[config.mk]
export PLATFORM = sky130hd
export DESIGN_NAME = idle_lock_descrambler
export DESIGN_NICKNAME = d
export VERILOG_FILES = /design/src/rtl/dsc_pkg.sv /design/src/rtl/dsc_key_lfsr.sv /design/src/rtl/dsc_lock_fsm.sv /design/src/rtl/dsc_idle_monitor.sv /design/src/rtl/idle_lock_descrambler.sv
export SDC_FILE = /design/constraint.sdc
export NUM_CORES = 1
export LEC_CHECK = 0
export BUFFER_PORTS_ARGS = -buffer_cell sky130_fd_sc_hd__buf_4
export CORE_AREA = 2 2 58 60
export CTS_BUF_LIST = sky130_fd_sc_hd__clkbuf_2 sky130_fd_sc_hd__clkbuf_4 sky130_fd_sc_hd__clkbuf_8
export DETAILED_ROUTE_END_ITERATION = 7
export DIE_AREA = 0 0 60 62
export PLACE_DENSITY = 0.78
export SKIP_CTS_REPAIR_TIMING = 1
export SYNTH_ARGS = -nofsm -noshare
export SYNTH_HDL_FRONTEND = slang
export SYNTH_SLANG_ARGS = --single-unit
[constraint.sdc]
create_clock -name clk -period 2.2 [get_ports clk]
set_input_delay 0.44 -clock clk [delete_from_list [all_inputs] [get_ports clk]]
set_output_delay 0.44 -clock clk [all_outputs]
set_load 0.01 [all_outputs]
[src/rtl/dsc_pkg.sv]
package dsc_pkg;
   // acquisition and lock phases of the descrambler
   typedef enum logic [1:0] {
      DSC_FILL  = 2'd0,
      DSC_CHECK = 2'd1,
      DSC_LOCK  = 2'd2
   } dsc_state_e;
endpackage

[src/rtl/dsc_key_lfsr.sv]
// Key register: loaded from guessed key bits or stepped by its own feedback.
module dsc_key_lfsr #(
   parameter int KEY_W = 11,
   parameter int TAP_B = 9
) (
   input  logic             clk,
   input  logic             rst,
   input  logic             guard_en,
   input  logic             shift_hyp,
   input  logic             shift_pred,
   input  logic             hyp_bit,
   output logic [KEY_W-1:0] key_q,
   output logic             pred_bit,
   output logic             key_zero
);
   localparam logic [KEY_W-1:0] KEY_ESCAPE = KEY_W'(1);

   if (KEY_W < 3) begin : g_bad_width
      $error("dsc_key_lfsr: KEY_W must be at least 3");
   end
   if (TAP_B < 1 || TAP_B >= KEY_W) begin : g_bad_tap
      $error("dsc_key_lfsr: TAP_B must lie in 1..KEY_W-1");
   end

   // newest key bit from the bits KEY_W and TAP_B positions back
   assign pred_bit = key_q[KEY_W-1] ^ key_q[TAP_B-1];
   assign key_zero = (key_q == '0);

   always_ff @(posedge clk) begin
      if (rst) begin
         key_q <= '0;
      end else if (guard_en && key_zero) begin
         key_q <= KEY_ESCAPE;
      end else if (shift_hyp) begin
         key_q <= {key_q[KEY_W-2:0], hyp_bit};
      end else if (shift_pred) begin
         key_q <= {key_q[KEY_W-2:0], pred_bit};
      end
   end
endmodule

[src/rtl/dsc_lock_fsm.sv]
// Fill / check / lock sequencing with fill and match counters.
module dsc_lock_fsm import dsc_pkg::*; #(
   parameter int KEY_W   = 11,
   parameter int MATCH_N = 32
) (
   input  logic                       clk,
   input  logic                       rst,
   input  logic                       hyp_bit,
   input  logic                       pred_bit,
   input  logic                       key_zero,
   input  logic                       timeout,
   output dsc_state_e                 state_q,
   output logic [$clog2(MATCH_N)-1:0] match_q,
   output logic                       shift_hyp,
   output logic                       shift_pred,
   output logic                       guard_en
);
   localparam int FCW = $clog2(KEY_W);
   localparam int MCW = $clog2(MATCH_N);
   localparam logic [FCW-1:0] FILL_LAST  = FCW'(KEY_W - 1);
   localparam logic [MCW-1:0] MATCH_LAST = MCW'(MATCH_N - 1);

   if (MATCH_N < 2) begin : g_bad_match
      $error("dsc_lock_fsm: MATCH_N must be at least 2");
   end

   logic [FCW-1:0] fill_q;

   always_comb begin
      shift_hyp  = (state_q != DSC_LOCK);
      shift_pred = (state_q == DSC_LOCK);
      guard_en   = (state_q != DSC_FILL);
   end

   always_ff @(posedge clk) begin
      if (rst) begin
         state_q <= DSC_FILL;
         fill_q  <= '0;
         match_q <= '0;
      end else begin
         case (state_q)
            DSC_FILL: begin
               if (fill_q == FILL_LAST) begin
                  state_q <= DSC_CHECK;
                  fill_q  <= '0;
                  match_q <= '0;
               end else begin
                  fill_q <= fill_q + 1'b1;
               end
            end
            DSC_CHECK: begin
               if (key_zero) begin
                  match_q <= '0;
               end else if (pred_bit == hyp_bit) begin
                  if (match_q == MATCH_LAST) begin
                     state_q <= DSC_LOCK;
                     match_q <= '0;
                  end else begin
                     match_q <= match_q + 1'b1;
                  end
               end else begin
                  match_q <= '0;
               end
            end
            DSC_LOCK: begin
               if (timeout) begin
                  state_q <= DSC_FILL;
                  fill_q  <= '0;
               end
            end
            default: state_q <= DSC_FILL;
         endcase
      end
   end
endmodule

[src/rtl/dsc_idle_monitor.sv]
// Watches descrambled ones runs while locked and times out without idle.
module dsc_idle_monitor #(
   parameter int IDLE_RUN  = 10,
   parameter int TIMEOUT_W = 16
) (
   input  logic                 clk,
   input  logic                 rst,
   input  logic                 active,
   input  logic                 plain_bit,
   output logic                 timeout,
   output logic [TIMEOUT_W-1:0] timer_q
);
   localparam int RCW = $clog2(IDLE_RUN);
   localparam logic [RCW-1:0] RUN_LAST = RCW'(IDLE_RUN - 1);

   if (IDLE_RUN < 2) begin : g_bad_run
      $error("dsc_idle_monitor: IDLE_RUN must be at least 2");
   end
   if (TIMEOUT_W < 2) begin : g_bad_timer
      $error("dsc_idle_monitor: TIMEOUT_W must be at least 2");
   end

   logic [RCW-1:0] run_q;
   logic           kick;

   assign kick    = active && plain_bit && (run_q == RUN_LAST);
   assign timeout = active && !kick && (timer_q == '1);

   always_ff @(posedge clk) begin
      if (rst || !active) begin
         run_q <= '0;
      end else if (plain_bit) begin
         if (run_q != RUN_LAST) run_q <= run_q + 1'b1;
      end else begin
         run_q <= '0;
      end
   end

   always_ff @(posedge clk) begin
      if (rst || !active || kick) begin
         timer_q <= '0;
      end else begin
         timer_q <= timer_q + 1'b1;
      end
   end
endmodule

[src/rtl/idle_lock_descrambler.sv]
module idle_lock_descrambler import dsc_pkg::*; #(
   parameter int KEY_W     = 11,
   parameter int TAP_B     = 9,
   parameter int MATCH_N   = 32,
   parameter int IDLE_RUN  = 10,
   parameter int TIMEOUT_W = 16
) (
   input  logic clk,
   input  logic rst,
   input  logic cipher_in,
   output logic plain_o,
   output logic locked_o
);
   localparam int MCW = $clog2(MATCH_N);

   dsc_state_e           state_q;
   logic [KEY_W-1:0]     key_q;
   logic [MCW-1:0]       match_q;
   logic [TIMEOUT_W-1:0] timer_q;
   logic hyp_bit, pred_bit, key_zero, timeout;
   logic shift_hyp, shift_pred, guard_en;
   logic plain_bit, filling;

   // idle plaintext is all ones, so the inverted line bit guesses the key
   assign hyp_bit   = ~cipher_in;
   assign plain_bit = cipher_in ^ pred_bit;
   assign locked_o  = (state_q == DSC_LOCK);
   assign filling   = (state_q == DSC_FILL);

   dsc_key_lfsr #(.KEY_W(KEY_W), .TAP_B(TAP_B)) i_key (
      .clk(clk), .rst(rst), .guard_en(guard_en), .shift_hyp(shift_hyp),
      .shift_pred(shift_pred), .hyp_bit(hyp_bit), .key_q(key_q),
      .pred_bit(pred_bit), .key_zero(key_zero)
   );

   dsc_lock_fsm #(.KEY_W(KEY_W), .MATCH_N(MATCH_N)) i_fsm (
      .clk(clk), .rst(rst), .hyp_bit(hyp_bit), .pred_bit(pred_bit),
      .key_zero(key_zero), .timeout(timeout), .state_q(state_q),
      .match_q(match_q), .shift_hyp(shift_hyp), .shift_pred(shift_pred),
      .guard_en(guard_en)
   );

   dsc_idle_monitor #(.IDLE_RUN(IDLE_RUN), .TIMEOUT_W(TIMEOUT_W)) i_idle (
      .clk(clk), .rst(rst), .active(locked_o), .plain_bit(plain_bit),
      .timeout(timeout), .timer_q(timer_q)
   );

   always_ff @(posedge clk) begin
      if (rst) plain_o <= 1'b1;
      else     plain_o <= locked_o ? plain_bit : 1'b1;
   end
endmodule

Word-level counts from Yosys, hierarchy flattened
Cells that the tools add are included.

Add/sub/neg operators: 4. Multiplexer cells: 17. Bitwise logic cells: 5. Reduce and logical (&&, ||, !) cells: 22. Equality and inequality tests: 14.

Operators by type and width (number): $mux 11 (2); $mux 5 (4); $add 16x1->16 const B (1); $eq 16x16->1 const B (1); $logic_not 11->1 (1); $mux 2 (5); $pmux 5 s2 (1); $add 4x1->4 const B (2); $eq 4x4->1 const B (2); $mux 4 (2); $ne 2x1->1 const B (4); $pmux 4 s2 (1); $reduce_bool 2->1 (4); $pmux 2 s3 (1); $reduce_or 2->1 (3); $add 5x1->5 const B (1); $eq 5x5->1 const B (1); $logic_and 1x1->1 (5); $reduce_and 5->1 (1); $ne 2x2->1 const B (2); $ne 4x4->1 const B (1); $reduce_and 2->1 (2); $not 1->1 (3); $reduce_bool 3->1 (1); 8 further kinds (11).

Word-level logic and storage cells: 70. Register bits after elaboration: 43.

Longest topological paths before layout
Gate-level depths: netlist of the first run.

Depth in word-level cells: 9. Depth in mapped cells: 6.

Hierarchy
A second synthesis of the first run with hierarchy kept.

Cells, all modules: 231. Area, all modules: 2077.0 um^2.

By module, submodules not included: dsc_idle_monitor (cells each 103, area an instance 887.1 um^2, instances 1); dsc_lock_fsm (cells each 67, area an instance 646.9 um^2, instances 1); dsc_key_lfsr (cells each 56, area an instance 495.5 um^2, instances 1); idle_lock_descrambler (cells each 5, area an instance 47.5 um^2, instances 1).

Worst setup path after synthesis of the first run
Ideal clock, no wire load.

Kind: register -> register. Start: reg i_idle.timer_q[0]. End: reg i_idle.timer_q[14]. Data arrival time: 1.535 ns. Cell stages (with the launch flop): 7. Slack: 0.595 ns. Clock period less this slack: 1.605 ns. Required time: 2.129 ns. Cell sequence: dfxtp_1 -> ha_1 -> and3_1 -> clkbuf_1 -> nand4_2 -> or3_1 -> a21oi_1.

Word-level cells in the longest chain between the ends: 1.

RTL lines: from (decl) (RTL line dsc_idle_monitor.sv:11) `output logic [TIMEOUT_W-1:0] timer_q`; from (signal assigned) (RTL line dsc_idle_monitor.sv:43) `timer_q <= timer_q + 1'b1;`; $add 16x1->16 (RTL line dsc_idle_monitor.sv:43).

Every way passes these cells. A chain may end at the register's enable or synchronous reset.

Worst setup path in the final report of the first run
Start: reg i_fsm.state_q[1]. End: out locked_o.

Word-level cells in the longest chain between the ends: 1.

RTL lines: from (decl) (RTL line dsc_lock_fsm.sv:12) `output dsc_state_e state_q,`; from (signal assigned) (RTL line dsc_lock_fsm.sv:37) `state_q <= DSC_FILL;`; from (signal assigned) (RTL line dsc_lock_fsm.sv:44) `state_q <= DSC_CHECK;`; from (signal assigned) (RTL line dsc_lock_fsm.sv:56) `state_q <= DSC_LOCK;`; $eq 2x2->1 (RTL line idle_lock_descrambler.sv:27) `assign locked_o = (state_q == DSC_LOCK);`; to (decl) (RTL line idle_lock_descrambler.sv:12) `output logic locked_o`.

Every way passes these cells.

==> results of run 1 <==
## routing by layer
metal	global-route usage, %	vias up	wire, um
met3	5.80	7	155
met1	24.0	691	1560
met2	35.2	31	1680
met5	0	-	0
met4	9.84	0	46
li1	-	728	-
## state kept, by name, indices dropped and copies added (netlist names)
| signal | count |
|---|---|
| plain_o | 1 |
| i_key.key_q | 11 |
| i_idle.timer_q | 16 |
| i_fsm.state_q | 2 |
| i_idle.run_q | 4 |
| i_fsm.fill_q | 4 |
| i_fsm.match_q | 5 |
## cells by family after synthesis
| logic type | Yosys count |
|---|---|
| AND/OR/NAND/NOR | 92 |
| flip-flops | 43 |
| AO/OA/AOI/OAI | 32 |
| XOR/XNOR | 17 |
| buffers and inverters | 10 |
| adder cells (fa/ha/maj) | 7 |
| multiplexers | 2 |
## layout by cell type, fill, tap and decap left out, drive strengths merged, types with 6 or more instances in the layout
master  Yosys  routed
a21oi      10      10
and2        6       6
clkbuf      4       6
dfxtp      43      43
ha          7       7
nand2      13      13
nand3       9       9
nor2       26      26
nor2b       7       7
xor2       11      11
## worst reg2reg max path, cell delays in order, from the launching register on
cell	delay, ps
dfxtp_1	400
xnor3_2	520
o2111ai_1	430
o211ai_1	140
a21oi_1	160
## how the worst min path moves through the flow
stage / depth (start not counted) / start / endpoint / slack (ps)
3_3_place_gp: 1 / i_key.key_q[2]$_SDFF_PP0_ / i_key.key_q[3]$_SDFF_PP0_ / 440
6_report: 2 / rst / i_fsm.fill_q[0]$_SDFFE_PP0P_ / 370
5_1_grt: 2 / rst / i_fsm.fill_q[3]$_SDFFE_PP0P_ / 370
2_1_floorplan: 1 / i_idle.timer_q[0]$_SDFF_PP0_ / i_idle.timer_q[0]$_SDFF_PP0_ / 430
3_5_place_dp: 1 / i_key.key_q[9]$_SDFF_PP0_ / i_key.key_q[10]$_SDFF_PP0_ / 450
4_1_cts: 2 / rst / i_fsm.fill_q[0]$_SDFFE_PP0P_ / 360
## cell type report
class | count | area, um^2
clock buffers | 6 | 51.3
repair buffers | 5 | 37.5
fillers | 264 | 1140
multi-input cells | 150 | 983
inverters | 3 | 11.3
clock inverters | 2 | 35.0
flip-flops and latches | 43 | 861
well taps | 46 | 57.6
## per-stage QoR
step / power (mW) / hold slack (ps)
2_1_floorplan: 0.841 / 426
3_3_place_gp: 0.852 / 437
3_5_place_dp: 0.856 / 451
4_1_cts: 1.37 / 359
5_1_grt: 1.40 / 370
6_report: 1.36 / 371
## power by group through the flow
stage / logic, mW / registers (mW) / clock network [mW]
after global placement: 0.0419 / 0.811 / 0
final: 0.0445 / 0.794 / 0.524
after floorplan: 0.0324 / 0.809 / 0
after CTS: 0.0443 / 0.794 / 0.534
after global routing: 0.0500 / 0.796 / 0.559
after detailed placement: 0.0439 / 0.812 / 0
==> out/summary.md, run 1 <==
CTS
• **Num CTS Buffers** 5
• **cell at the root of the clock tree** clkbuf_4
• **clock sink count** 43
• **worst-skew pair later-pin latency** 360 ps
• **clock-pin transition on the worst setup and hold timing paths** 120 ps
• **clock tree from TritonCTS** yes
• **total number of H-tree levels** 2
• **worst-case clock buffer depth** 2

Yosys
• **post-synthesis sequential area ratio** 45.6%
• **Syn Std Cell Area** 1890 um^2
• **ranking of synthesized cells by area** dfxtp_1 (46%), nor2_1 (5.2%), xor2_1 (5.1%), ha_1 (4.6%), a21oi_1 (2.7%)
• **FF+latch count, synth** 43
• **area fraction in and, or, nand and nor cells after synthesis** 25.9%
• **post-synthesis cell count** 203
• **fraction of synthesized area in multiplexers** 1.13%
• **asr flop ratio synth** 0%
• **synthesis warning total** 0
• **portion of synthesized cell area occupied by the leading cell type** 45.6%
• **mean cell area of the mapped netlist** 9.29 um^2
• **Yosys top cell by area** dfxtp_1
• **adder-cell share of the synthesized area** 4.64%
• **top_reg_cell synth** dfxtp_1
• **most frequent cell after synthesis** dfxtp_1
• **number of flops mapped to enable cells by yosys** 0
• **number of nets produced by synthesis** 213
• **Commonest cells post-synth** dfxtp_1 (43), nor2_1 (26), nand2_1 (13)
• **main combinational cell family by area after synthesis** simple AND/OR/NAND/NOR gates
• **count of distinct cell types in the synthesized netlist** 46
• **parity-gate share of the synthesized area counting xor and xnor cells** 8.69%
• **area fraction in compound gates after synthesis** 11.8%

Floorplanning
• **Die Y** 62 um
• **# IOs** 5
• **floorplan row count** 21
• **chip width** 60 um
• **core region area** 3180 um^2
• **die area** 3720 um^2
• **Initial Utilization** 59.3%

Layout
• **number of nets in the layout** 218
• **filler-free cell count of the finished design** 255
• **finished layout cell area** 2040 um^2
• **Inserted Diodes** 0
• **layout cells sized above 1** 8.61%
• **core occupancy in the finished layout** 64.1%
• **Area growth syn-to-layout** 7.96%

Placement
• **worst setup timing slack at the placement stage** 522 ps
• **detailed placement HPWL** 2.50 mm
• **global placer's final weighted congestion** 0.774
• **instance area at placement** 1950 um^2
• **placed instance count** 247
• **number of port buffers** 4

Setup path
• **series of cell instances along the critical path** nor2b_1, buf_4
• **Critical Path Max Stage Delay** 430 ps
• **Required @ worst endpoint** 1760 ps
• **number of gates on the worst path with buffers counted** 2
• **highest-delay cell along the critical path** nor2b_1
• **arrival time at the worst endpoint** 1400 ps
• **kind of start point of the critical path** flop
• **crit path capture type** output pin
• **Worst R2R Path Depth** 4
• **Worst setup endpoint** locked_o
• **category of the most critical setup path** reg2out
• **family with the most delay on the worst path** simple AND/OR/NAND/NOR gates
• **setup slack, reg-to-reg** 500 ps
• **buffers plus inverters on the worst setup path** 1
• **worst setup path startpoint** i_fsm.state_q[1]$_SDFFE_PP0P_
• **Critical R2R Launch** i_key.key_q[8]$_SDFF_PP0_
• **Reg2Reg Capture Point** i_fsm.fill_q[2]$_SDFFE_PP0P_
• **maximum fanout along the worst path** 6

Timing
• **Final Critical Period** 1840 ps
• **slew margin rel.** 68.8%
• **fraction of the cycle the final worst path needs** 83.8%
• **setup TNS after final layout** 0 ps
• **final count of pins violating max slew** 0
• **count of endpoints failing setup in the final report** 0
• **Max Freq** 542 MHz
• **transition time of the tightest slew-check pin** 463 ps
• **PnR worst setup slack** 356 ps
• **clock skew after layout** 11.2 ps
• **Final Hold Vio Count** 0
• **RSZ-0062 raised after global routing** false

Global routing
• **All-Layer GR Usage** 20.6%
• **number of global-route vias before repair** 1,339
• **maximum number of pins on one net before global-route repair** 21
• **antenna violations before repair** 0
• **global-route wire length before repair** 5.71 mm
• **aggregate global routing overflow** 0

Routing
• **DRC** 0
• **Initial DRT Pass Iterations** 4
• **via count** 1,457
• **vias per std cell** 5.71
• **number of antenna-violating nets in the routed design** 0
• **Detailed Route WL** 3.44 mm
• **detailed router's first-iteration violation count** 49
• **final routed wire length divided by cell count** 13.5 um

Power
• **power spent charging and discharging nets** 289 uW
• **Seq pwr share** 58.3%
• **Max IR drop VDD** 436 uV
• **switching share of total power** 21.2%
• **Pleak** 0.750 nW
• **clock share of power** 38.4%
• **total internal power** 1.07 mW
• **Cell Pwr Density** 669 nW/um^2
• **proportion of power drawn by combinational gates** 3.3%

Run
• **max-capacitance violation count** 0

Hold path
• **worst min path class** in2reg

Outcome
• **outcome** complete, no violations

Power figures use the tool's default switching activity.
==> run 2, diff against run 1 <==
- clock period: 2.2 -> 1.85 ns (I/O delays scaled with it)
==> out/summary.md, run 2 (synthesis gave the netlist of run 1 again) <==
Timing
• **fraction of the cycle the final worst path needs** 92.5%
• **count of endpoints failing setup in the final report** 0
• **slew margin rel.** 56.6%
• **final count of pins violating max slew** 0
• **Final Hold Vio Count** 0
• **clock skew after layout** 4.20 ps
• **Final Critical Period** 1710 ps
• **PnR worst setup slack** 139 ps
• **transition time of the tightest slew-check pin** 651 ps
• **Max Freq** 584 MHz
• **RSZ-0062 raised after global routing** false

Routing
• **Detailed Route WL** 3.57 mm
• **detailed router's first-iteration violation count** 77
• **final routed wire length divided by cell count** 13.8 um
• **DRC** 0
• **via count** 1,466
• **vias per std cell** 5.68
• **Initial DRT Pass Iterations** 4
• **number of antenna-violating nets in the routed design** 0

Layout
• **Inserted Diodes** 0
• **area used by multi-input combinational logic** 997 um^2
• **register bank with the most flops** i_idle.timer_q
• **most frequent cells in the layout** dfxtp_1 (43), nor2_1 (26), nand2_1 (13)
• **number of nets in the layout** 221
• **Area growth syn-to-layout** 10.9%
• **flip-flop count of the largest register, all copies and words added** 16
• **most frequent standard cell in the layout excluding fill and tap cells** dfxtp_1
• **filler-free cell count of the finished design** 258
• **layout cells sized above 1** 11.8%
• **FF+latch area** 861 um^2
• **fill cell total of the finished layout** 281
• **largest registers in the final layout** i_idle.timer_q: 16 flops, i_key.key_q: 11 flops, i_fsm.match_q: 5 flops

Setup path
• **family with the most delay on the worst path** simple AND/OR/NAND/NOR gates
• **crit path capture type** flop
• **series of cell instances along the critical path** buf_4, nor4_1, and3_1, a21oi_1, and2_1
• **highest-delay cell along the critical path** nor4_1
• **maximum fanout along the worst path** 5
• **kind of start point of the critical path** flop
• **arrival time at the worst endpoint** 1970 ps
• **Critical Path Max Stage Delay** 440 ps
• **buffers plus inverters on the worst setup path** 1
• **Required @ worst endpoint** 2110 ps
• **category of the most critical setup path** reg2reg

Floorplanning
• **core region area** 3180 um^2
• **# IOs** 5
• **floorplan row count** 21
• **chip width** 60 um
• **Die Y** 62 um
• **Initial Utilization** 59.3%
• **die area** 3720 um^2

Power
• **power spent charging and discharging nets** 353 uW
• **clock share of power** 42.4%
• **switching share of total power** 20.4%
• **Cell Pwr Density** 828 nW/um^2
• **Pleak** 0.768 nW
• **Seq pwr share** 54.5%
• **Max IR drop VDD** 635 uV
• **proportion of power drawn by combinational gates** 3.2%
• **total internal power** 1.38 mW

Placement
• **worst setup timing slack at the placement stage** -59.1 ps
• **global placer's final weighted congestion** 0.792
• **detailed placement HPWL** 2.55 mm
• **placed instance count** 250
• **number of port buffers** 4

Global routing
• **aggregate global routing overflow** 0
• **number of global-route vias before repair** 1,351
• **antenna violations before repair** 0
• **All-Layer GR Usage** 21.6%
• **maximum number of pins on one net before global-route repair** 21
• **global-route wire length before repair** 5.95 mm

CTS
• **clock tree from TritonCTS** yes
• **clock sink count** 43
• **worst-case clock buffer depth** 2
• **worst-skew pair later-pin latency** 350 ps
• **total number of H-tree levels** 2
• **clock-pin transition on the worst setup and hold timing paths** 130 ps
• **Num CTS Buffers** 5
• **cell at the root of the clock tree** clkbuf_4

Outcome
• **outcome** complete, no violations

Hold path
• **worst min path class** in2reg

Run
• **max-capacitance violation count** 0

## run 2: layout make-up
class | count | area share [%]
multi-input cells | 150 | 47.7
flip-flops and latches | 43 | 41.1
clock inverters | 3 | 3.23
repair buffers | 8 | 2.87
well taps | 46 | 2.75
clock buffers | 5 | 1.79
inverters | 3 | 0.538
## run 2: layer usage
metal | GRT usage [%] | up-vias | part of all wire [%]
met2 | 37.0 | 20 | 50
met1 | 25.4 | 702 | 44
met5 | 0 | - | 0
met4 | 9.84 | 0 | 2.4
met3 | 5.59 | 9 | 3.4
li1 | - | 735 | -
## run 2: worst paths after layout
check / startpoint / end / slack [ps] / cells past startpoint
worst min-delay path: rst / i_fsm.fill_q[0]$_SDFFE_PP0P_ / 320 / 2
worst max register to register: i_key.key_q[8]$_SDFF_PP0_ / i_key.key_q[8]$_SDFF_PP0_ / 140 / 5
worst min register to register: i_key.key_q[3]$_SDFF_PP0_ / i_key.key_q[4]$_SDFF_PP0_ / 470 / 1
worst max-delay path: i_key.key_q[8]$_SDFF_PP0_ / i_key.key_q[8]$_SDFF_PP0_ / 140 / 5
## run 2: per-stage QoR
| stage | instance area (um^2) | util, % | power (mW) | setup TNS (ps) | hold WS, ps |
|---|---|---|---|---|---|
| final | 2090 | 65.8 | 1.73 | 0 | 318 |
| after global routing | 2090 | 65.8 | 1.80 | 0 | 317 |
| after CTS | 2080 | 65.4 | 1.74 | -778 | 302 |
| after detailed placement | 1970 | 62.1 | 1.02 | -503 | 447 |
| after global placement | 1970 | 62.1 | 1.01 | 0 | 436 |
| after floorplan | 1890 | - | 1.00 | 0 | 426 |
## run 2: power groups by stage
stage | registers (mW) | logic [mW] | clock network (mW)
5_1_grt | 0.946 | 0.0614 | 0.792
4_1_cts | 0.944 | 0.0542 | 0.743
2_1_floorplan | 0.962 | 0.0386 | 0
6_report | 0.944 | 0.0547 | 0.734
3_3_place_gp | 0.963 | 0.0512 | 0
3_5_place_dp | 0.964 | 0.0537 | 0
==> run 3, diff against run 2 <==
- CORE_AREA: 2 2 58 60 -> 2 2 77 79
- DIE_AREA: 0 0 60 62 -> 0 0 79 81
- PLACE_DENSITY: 0.78 -> 0.49
==> out/summary.md, run 3 (synthesis gave the netlist of run 1 again) <==
Global routing
• **maximum number of pins on one net before global-route repair** 20
• **All-Layer GR Usage** 12.1%
• **aggregate global routing overflow** 0
• **antenna violations before repair** 0
• **global-route wire length before repair** 6.07 mm
• **number of global-route vias before repair** 1,322

Routing
• **detailed router's first-iteration violation count** 54
• **number of antenna-violating nets in the routed design** 0
• **via count** 1,401
• **final routed wire length divided by cell count** 11.8 um
• **Initial DRT Pass Iterations** 4
• **DRC** 0
• **vias per std cell** 4.80
• **Detailed Route WL** 3.45 mm

Floorplanning
• **floorplan row count** 28
• **Die Y** 81 um
• **die area** 6400 um^2
• **# IOs** 5
• **chip width** 79 um
• **core region area** 5680 um^2
• **Initial Utilization** 33.2%

Power
• **power spent charging and discharging nets** 370 uW
• **Max IR drop VDD** 455 uV
• **Pleak** 0.803 nW
• **Seq pwr share** 50.4%
• **clock share of power** 46.5%
• **Cell Pwr Density** 855 nW/um^2
• **proportion of power drawn by combinational gates** 3.1%
• **switching share of total power** 19.8%
• **total internal power** 1.50 mW

Timing
• **clock skew after layout** 3.57 ps
• **Final Hold Vio Count** 0
• **RSZ-0062 raised after global routing** false
• **slew margin rel.** 68.6%
• **fraction of the cycle the final worst path needs** 90.3%
• **transition time of the tightest slew-check pin** 467 ps
• **count of endpoints failing setup in the final report** 0
• **setup TNS after final layout** 0 ps
• **Max Freq** 599 MHz
• **Final Critical Period** 1670 ps
• **final hold slack** 448 ps
• **final count of pins violating max slew** 0

Layout
• **flip-flop count of the largest register, all copies and words added** 16
• **largest registers in the final layout** i_idle.timer_q: 16 flops, i_key.key_q: 11 flops, i_fsm.match_q: 5 flops
• **register bank with the most flops** i_idle.timer_q
• **core occupancy in the finished layout** 38.5%
• **filler-free cell count of the finished design** 292
• **layout cells sized above 1** 12.4%
• **Inserted Diodes** 0
• **fill cell total of the finished layout** 598
• **Area growth syn-to-layout** 15.8%
• **most frequent cells in the layout** dfxtp_1 (43), nor2_1 (26), nand2_1 (13), buf_4 (13), xor2_1 (11)
• **number of nets in the layout** 226
• **most frequent standard cell in the layout excluding fill and tap cells** dfxtp_1

Placement
• **global placer's final weighted congestion** 0.737
• **detailed placement HPWL** 2.45 mm
• **number of port buffers** 4
• **placed instance count** 284

CTS
• **total number of H-tree levels** 2
• **worst-skew pair later-pin latency** 290 ps
• **cell at the root of the clock tree** clkbuf_8
• **worst-case clock buffer depth** 2
• **clock sink count** 43
• **clock tree from TritonCTS** yes
• **clock-pin transition on the worst setup and hold timing paths** 80 ps
• **Num CTS Buffers** 5

Setup path
• **maximum fanout along the worst path** 5
• **Reg2Reg Capture Point** i_fsm.match_q[1]$_SDFFE_PP0P_
• **crit path capture type** flop
• **arrival time at the worst endpoint** 1910 ps
• **category of the most critical setup path** reg2reg
• **setup slack, reg-to-reg** 180 ps
• **kind of start point of the critical path** flop
• **worst setup path startpoint** i_fsm.match_q[0]$_SDFFE_PP0P_
• **Worst R2R Path Depth** 6
• **Critical R2R Launch** i_fsm.match_q[0]$_SDFFE_PP0P_
• **Worst setup endpoint** i_fsm.match_q[1]$_SDFFE_PP0P_
• **Required @ worst endpoint** 2090 ps

Run
• **max-capacitance violation count** 0

Outcome
• **outcome** complete, no violations

Hold path
• **worst min path class** in2reg

## run 3: through the flow
stage / area (um^2) / setup slack [ps] / power, mW
after detailed placement: 2050 / 158 / 1.02
after global routing: 2190 / 35.6 / 1.94
final: 2190 / 180 / 1.87
after global placement: 2050 / 173 / 1.02
after CTS: 2180 / 107 / 1.90
after floorplan: 1890 / 245 / 1.00
## run 3: metal layers
metal / up-vias / GRT usage [%] / wire length [um]
li1: 741 / - / -
met1: 630 / 16.5 / 1780
met2: 23 / 18.1 / 1500
met3: 7 / 3.11 / 120
met4: 0 / 5.17 / 52
met5: - / 0 / 0
## run 3: power groups by stage
| stage | logic [mW] | registers, mW | clock network [mW] |
|---|---|---|---|
| floorplan | 0.0386 | 0.962 | 0 |
| global placement | 0.0581 | 0.965 | 0 |
| detailed placement | 0.0575 | 0.964 | 0 |
| CTS | 0.0579 | 0.942 | 0.896 |
| global route | 0.0657 | 0.944 | 0.935 |
| finish | 0.0574 | 0.942 | 0.870 |
## run 3: cell type report
type	instances	area (um^2)	area share (%)
Timing Repair Buffer	13	97.6	4.46
Sequential cell	43	861	39.4
Inverter	3	11.3	0.515
Clock buffer	5	68.8	3.15
Tap cell	75	93.8	4.29
Clock inverter	3	67.6	3.09
Multi-Input combinational cell	150	986	45.1
## run 3: worst max-delay path, cell delays in order (launching register included)
cell	delay, ps
dfxtp_1	350
ha_1	230
and3_1	200
ha_1	270
a311oi_1	320
a32oi_1	150
nor2_1	90
## run 3: how the worst min path moves through the flow
stage / from / to / slack (ps) / depth (start not counted)
after floorplan: i_idle.timer_q[0]$_SDFF_PP0_ / i_idle.timer_q[0]$_SDFF_PP0_ / 430 / 1
after global placement: i_key.key_q[2]$_SDFF_PP0_ / i_key.key_q[3]$_SDFF_PP0_ / 440 / 1
after detailed placement: i_key.key_q[2]$_SDFF_PP0_ / i_key.key_q[3]$_SDFF_PP0_ / 440 / 1
after CTS: cipher_in / i_key.key_q[0]$_SDFFE_PP0P_ / 450 / 4
after global routing: cipher_in / i_key.key_q[0]$_SDFFE_PP0P_ / 480 / 4
final: cipher_in / i_key.key_q[0]$_SDFFE_PP0P_ / 450 / 4
